[config.mk]
export PLATFORM = sky130hd
export DESIGN_NAME = cpu_irq_ctrl
export DESIGN_NICKNAME = d
export VERILOG_FILES = /design/src/rtl/cpu_irq_pkg.sv /design/src/rtl/cpu_irq_wdec.sv /design/src/rtl/cpu_irq_tmr.sv /design/src/rtl/cpu_irq_ipi.sv /design/src/rtl/cpu_irq_ctrl.sv
export SDC_FILE = /design/constraint.sdc
export NUM_CORES = 1
export LEC_CHECK = 0
export CORE_ASPECT_RATIO = 0.8
export CORE_UTILIZATION = 45
export CTS_BUF_LIST = sky130_fd_sc_hd__clkbuf_2 sky130_fd_sc_hd__clkbuf_4 sky130_fd_sc_hd__clkbuf_8
export DETAILED_ROUTE_END_ITERATION = 8
export DONT_BUFFER_PORTS = 1
export PLACE_DENSITY_LB_ADDON = 0.08
export SYNTH_ARGS = -nofsm -noshare
export SYNTH_HDL_FRONTEND = slang
export SYNTH_HIERARCHICAL = 1
export SYNTH_SLANG_ARGS = --single-unit
export TNS_END_PERCENT = 1
[constraint.sdc]
create_clock -name clk -period 2.6 [get_ports clk]
set_input_delay 0.26 -clock clk [delete_from_list [all_inputs] [get_ports clk]]
set_output_delay 0.26 -clock clk [all_outputs]
set_load 0.02 [all_outputs]
[src/rtl/cpu_irq_pkg.sv]
package cpu_irq_pkg;

    localparam int SLOTS     = 4;
    localparam int WORD_W    = 64;
    localparam int ID_W      = 2;
    localparam int TACK_LSB  = 4;
    localparam int IACK_LSB  = 8;
    localparam int ISEND_LSB = 12;
    localparam int NXM_BIT   = 28;

    typedef logic [SLOTS-1:0]  slot_vec_t;
    typedef logic [WORD_W-1:0] word_t;

    typedef struct packed {
        slot_vec_t tmr_ack;
        slot_vec_t ipi_send;
        slot_vec_t ipi_ack;
        logic      nxm_ack;
        logic      known;
    } wr_fields_t;

    function automatic word_t pack_read(input slot_vec_t tmr,
                                        input slot_vec_t ipi,
                                        input logic [ID_W-1:0] id);
        word_t w;
        w = '0;
        w[TACK_LSB +: SLOTS] = tmr;
        w[IACK_LSB +: SLOTS] = ipi;
        w[ID_W-1:0]          = id;
        return w;
    endfunction

    function automatic slot_vec_t active_mask(input int n);
        slot_vec_t m;
        for (int i = 0; i < SLOTS; i++) begin
            m[i] = (i < n);
        end
        return m;
    endfunction

endpackage

[src/rtl/cpu_irq_wdec.sv]
module cpu_irq_wdec
    import cpu_irq_pkg::*;
#(
    parameter int NUM_CPUS = SLOTS
) (
    input  logic       wr_en,
    input  word_t      wr_data,
    output wr_fields_t fields,
    output logic       bad_wr
);
    localparam slot_vec_t LIVE = active_mask(NUM_CPUS);

    slot_vec_t raw_tack, raw_isend, raw_iack;

    always_comb begin
        raw_tack  = wr_data[TACK_LSB  +: SLOTS];
        raw_isend = wr_data[ISEND_LSB +: SLOTS];
        raw_iack  = wr_data[IACK_LSB  +: SLOTS];

        fields.tmr_ack  = wr_en ? (raw_tack  & LIVE) : '0;
        fields.ipi_send = wr_en ? (raw_isend & LIVE) : '0;
        fields.ipi_ack  = wr_en ? (raw_iack  & LIVE) : '0;
        fields.nxm_ack  = wr_en & wr_data[NXM_BIT];
        fields.known    = (|raw_tack) | (|raw_isend) | (|raw_iack)
                          | wr_data[NXM_BIT];
        bad_wr          = wr_en & ~fields.known;
    end
endmodule

[src/rtl/cpu_irq_tmr.sv]
module cpu_irq_tmr
    import cpu_irq_pkg::*;
#(
    parameter int NUM_CPUS = SLOTS
) (
    input  logic      clk,
    input  logic      rst,
    input  logic      tick,
    input  slot_vec_t ack,
    output slot_vec_t pend
);
    for (genvar i = 0; i < SLOTS; i++) begin : g_slot
        if (i < NUM_CPUS) begin : g_live
            logic flag_q;
            always_ff @(posedge clk) begin
                if (rst) begin
                    flag_q <= 1'b0;
                end else begin
                    flag_q <= (flag_q & ~ack[i]) | tick;
                end
            end
            assign pend[i] = flag_q;
        end else begin : g_empty
            assign pend[i] = 1'b0;
        end
    end
endmodule

[src/rtl/cpu_irq_ipi.sv]
module cpu_irq_ipi #(
    parameter int CNT_W = 4
) (
    input  logic             clk,
    input  logic             rst,
    input  logic             send,
    input  logic             ack,
    output logic [CNT_W-1:0] cnt,
    output logic             flag,
    output logic             irq
);
    localparam logic [CNT_W-1:0] CNT_MAX = {CNT_W{1'b1}};

    logic [CNT_W-1:0] cnt_q, after_send, after_ack;
    logic             flag_q;

    always_comb begin
        after_send = cnt_q;
        if (send && cnt_q != CNT_MAX) begin
            after_send = cnt_q + 1'b1;
        end
        after_ack = after_send;
        if (ack && after_send != '0) begin
            after_ack = after_send - 1'b1;
        end
    end

    always_ff @(posedge clk) begin
        if (rst) begin
            cnt_q  <= '0;
            flag_q <= 1'b0;
        end else begin
            cnt_q  <= after_ack;
            flag_q <= (flag_q | send) & ~ack;
        end
    end

    assign cnt  = cnt_q;
    assign flag = flag_q;
    assign irq  = (cnt_q != '0);
endmodule

[src/rtl/cpu_irq_ctrl.sv]
module cpu_irq_ctrl
    import cpu_irq_pkg::*;
#(
    parameter int NUM_CPUS = 4,
    parameter int CNT_W    = 4
) (
    input  logic                   clk,
    input  logic                   rst,
    input  logic                   tick,
    input  logic [1:0]             acc_cpu,
    input  logic                   wr_en,
    input  logic [63:0]            wr_data,
    output logic [63:0]            rd_data,
    output logic [3:0]             timer_irq,
    output logic [3:0]             ipi_irq,
    output logic [4*CNT_W-1:0]     ipi_count,
    output logic                   wr_err
);
    wr_fields_t fields;
    logic       bad_wr;
    slot_vec_t  tmr_pend;
    slot_vec_t  ipi_flag;
    slot_vec_t  ipi_line;
    logic       err_q;

    cpu_irq_wdec #(.NUM_CPUS(NUM_CPUS)) u_wdec (
        .wr_en   (wr_en),
        .wr_data (wr_data),
        .fields  (fields),
        .bad_wr  (bad_wr)
    );

    cpu_irq_tmr #(.NUM_CPUS(NUM_CPUS)) u_tmr (
        .clk  (clk),
        .rst  (rst),
        .tick (tick),
        .ack  (fields.tmr_ack),
        .pend (tmr_pend)
    );

    for (genvar i = 0; i < SLOTS; i++) begin : g_ipi
        cpu_irq_ipi #(.CNT_W(CNT_W)) u_ipi (
            .clk  (clk),
            .rst  (rst),
            .send (fields.ipi_send[i]),
            .ack  (fields.ipi_ack[i]),
            .cnt  (ipi_count[i*CNT_W +: CNT_W]),
            .flag (ipi_flag[i]),
            .irq  (ipi_line[i])
        );
    end

    always_ff @(posedge clk) begin
        if (rst) begin
            err_q <= 1'b0;
        end else begin
            err_q <= bad_wr;
        end
    end

    assign rd_data   = pack_read(tmr_pend, ipi_flag, acc_cpu);
    assign timer_irq = tmr_pend;
    assign ipi_irq   = ipi_line;
    assign wr_err    = err_q;
endmodule

==> results.md <==
- Status: completed
- First-pass GRT wire length: roughly 7.3 mm
- Critical-path top delay cell: or3_1
- Fill count: between 500 and 600
- Via density: roughly 4.7
- Cell Chain, Critical Path: ha_1 > and3_1 > or3_1 > and2_1 > ha_1 > a31oi_4 > mux2_4
- All-layer global routing usage: between 15 and 20%
- First-pass DRT Iterations: 6
- Total negative slack: 0 ns
- Largest net degree at the start of global routing: 30
- Critical Path RT: 2.76 ns
- Mapped Cells: between 300 and 400
- # Post-CTS Setup Buffers: 0
- Input/output buffers: 0
- CP dominant cell by count: ha_1
- Vias: between 1500 and 2000
- Commonest non-fill, non-tap cell in the layout: conb_1
- P_leak: approximately 1.2 nW
- CTS H-tree depth: 1
- Worst R2R Path Depth: 7
- RR Startpoint: g_ipi[2].u_ipi/cnt[0]
- Pre-CTS WS: about 0.44 ns
- Startpoint Class: register
- Clock buffer depth: 2
- RSZ-0062 raised after global routing: no
- Multi-input gate area: 1630 sq um
- Rows: 24
- Min-delay src: rst
- Total gr overflow: 0
- HP Class: in -> reg
- Clock Skew: roughly 0.0044 ns
- Post-Syn Area: around 2500 sq um
- Root buf cell: clkbuf_8
- R2R Setup Slk: roughly 0.39 ns
- Critical Path AT: between 2 and 2.5 ns
- F_max: ~0.45 GHz
- Routability Congestion: roughly 0.75
- Worst r2r dst: g_ipi[2].u_ipi/cnt[1]
- Cts hold-fix bufs: 0
- Core Region: 5440 sq um
- Crit path buf inv count: 0
- Setup violators final: 0
- Area Growth Syn to Fin: -2.47%
- I/O Pins: 159
- Maximum Capacitance Violations: 0
- Clk Latency, worst-skew pair: around 0.27 ns
- CP max FO: 6
- DR WL/cell: about 12 microns
- Worst setup EP type: register
- Final worst-path cycle share: between 80% and 90%
- Die height: just under 70 microns
- TritonCTS clock tree: yes
- CP delay by family, top: simple AND/OR/NAND/NOR gates
- Post-CTS sizing: 0
- CTS sink count: 25
- Ant. Diodes: 0
- Clock period minus worst slack: approximately 2.2 ns
- Slowest stage delay, CP: roughly 0.34 ns
- Die area: 5930 sq um
- CP Class: reg -> reg
- Starting Density: a little under half
- Pwr Density: 471 nW/um^2
- Register Area: between 500 and 600 sq um
- Final wirelength: 4.62 mm
- Fin. max-slew vios: 0
- VDD IR max: 0.286 mV
- Remaining antenna violation count after routing: 0
- Most frequent cells in the layout: conb_1, inv_1, dfxtp_1
- Width of the die: between 80 and 90 microns
- CTS buffer count: 3
- 1st-iter DRT viols: 48
- Final Hold Viols: 0
- Share of layout cells above drive strength 1: a little over an eighth
- Avg Cell Area, Syn: slightly above 8 sq um
- DRC Markers: 0
- Vias in the first global route: about 1500
- Ys Warns: 6
- Hold endpoint: g_ipi[0].u_ipi/cnt[2]
- Hold-critical path depth: 1
- Hpwl dp: 3.63 mm
- Clock slew at reported path FFs: 0.09 ns
- PnR worst setup slack: 0.393 ns
- Final layout net count: 390
- Initial antenna violation count: 0
==> state kept, by name, summed over array words and instances (netlist names) <==
signal	flops
u_tmr/g_slot.g_live.flag_q	4
g_ipi.u_ipi/cnt	16
wr_err	1
g_ipi.u_ipi/flag	4
==> how the worst max path moves through the flow <==
| stage | from | to | slack, ns | cells after the start |
|---|---|---|---|---|
| 4_1_cts | g_ipi[2].u_ipi/cnt[0] | g_ipi[2].u_ipi/cnt[1] | 0.41 | 7 |
| 3_5_place_dp | g_ipi[3].u_ipi/cnt[0] | g_ipi[3].u_ipi/cnt[0] | 0.44 | 7 |
| 2_1_floorplan | g_ipi[0].u_ipi/cnt[0] | g_ipi[0].u_ipi/cnt[0] | 0.41 | 7 |
| 3_3_place_gp | g_ipi[3].u_ipi/cnt[0] | g_ipi[3].u_ipi/cnt[0] | 0.43 | 7 |
| 6_report | g_ipi[2].u_ipi/cnt[0] | g_ipi[2].u_ipi/cnt[1] | 0.39 | 7 |
| 5_1_grt | g_ipi[1].u_ipi/cnt[0] | g_ipi[1].u_ipi/cnt[2] | 0.25 | 8 |
==> report_power, final <==
group,internal (mW),total [mW],switching [mW],leakage (nW)
clock,0.120,0.246,0.125,0.0262
sequential,0.414,0.460,0.0464,0.205
combinational,0.166,0.456,0.290,0.920
==> area by class of cell <==
class | instances | area share, %
Clock buffer | 4 | 1.98
Inverter | 25 | 3.80
Multi-Input combinational cell | 240 | 66.0
Sequential cell | 25 | 20.3
Tap cell | 78 | 3.95
Timing Repair Buffer | 13 | 3.95
==> through the flow <==
step | hold slack [ns] | util (%) | total power [mW] | area [sq um] | cells
floorplan | 0.324 | - | 0.926 | 2730 | 359
global placement | 0.332 | 44.5 | 0.925 | 2420 | 381
detailed placement | 0.332 | 44.5 | 0.927 | 2420 | 381
CTS | 0.0355 | 45.4 | 1.18 | 2470 | 385
global route | 0.0334 | 45.4 | 1.24 | 2470 | 385
finish | 0.0473 | 45.4 | 1.16 | 2470 | 385
==> worst register-to-register path: stages, from the launching register on <==
cell and delay [ns]:
dfxtp_1 0.33, ha_1 0.28, and3_1 0.24, or3_1 0.34, and2_1 0.17, ha_1 0.23
a31oi_4 0.19, mux2_4 0.32
==> layer usage <==
metal	up-vias	track usage (%)	wire length, microns
met5	-	0	0
met1	834	21.6	2280
met4	0	1.67	11
met2	45	23.3	2080
li1	925	-	-
met3	2	4.67	253
Power figures use the tool's default switching activity.
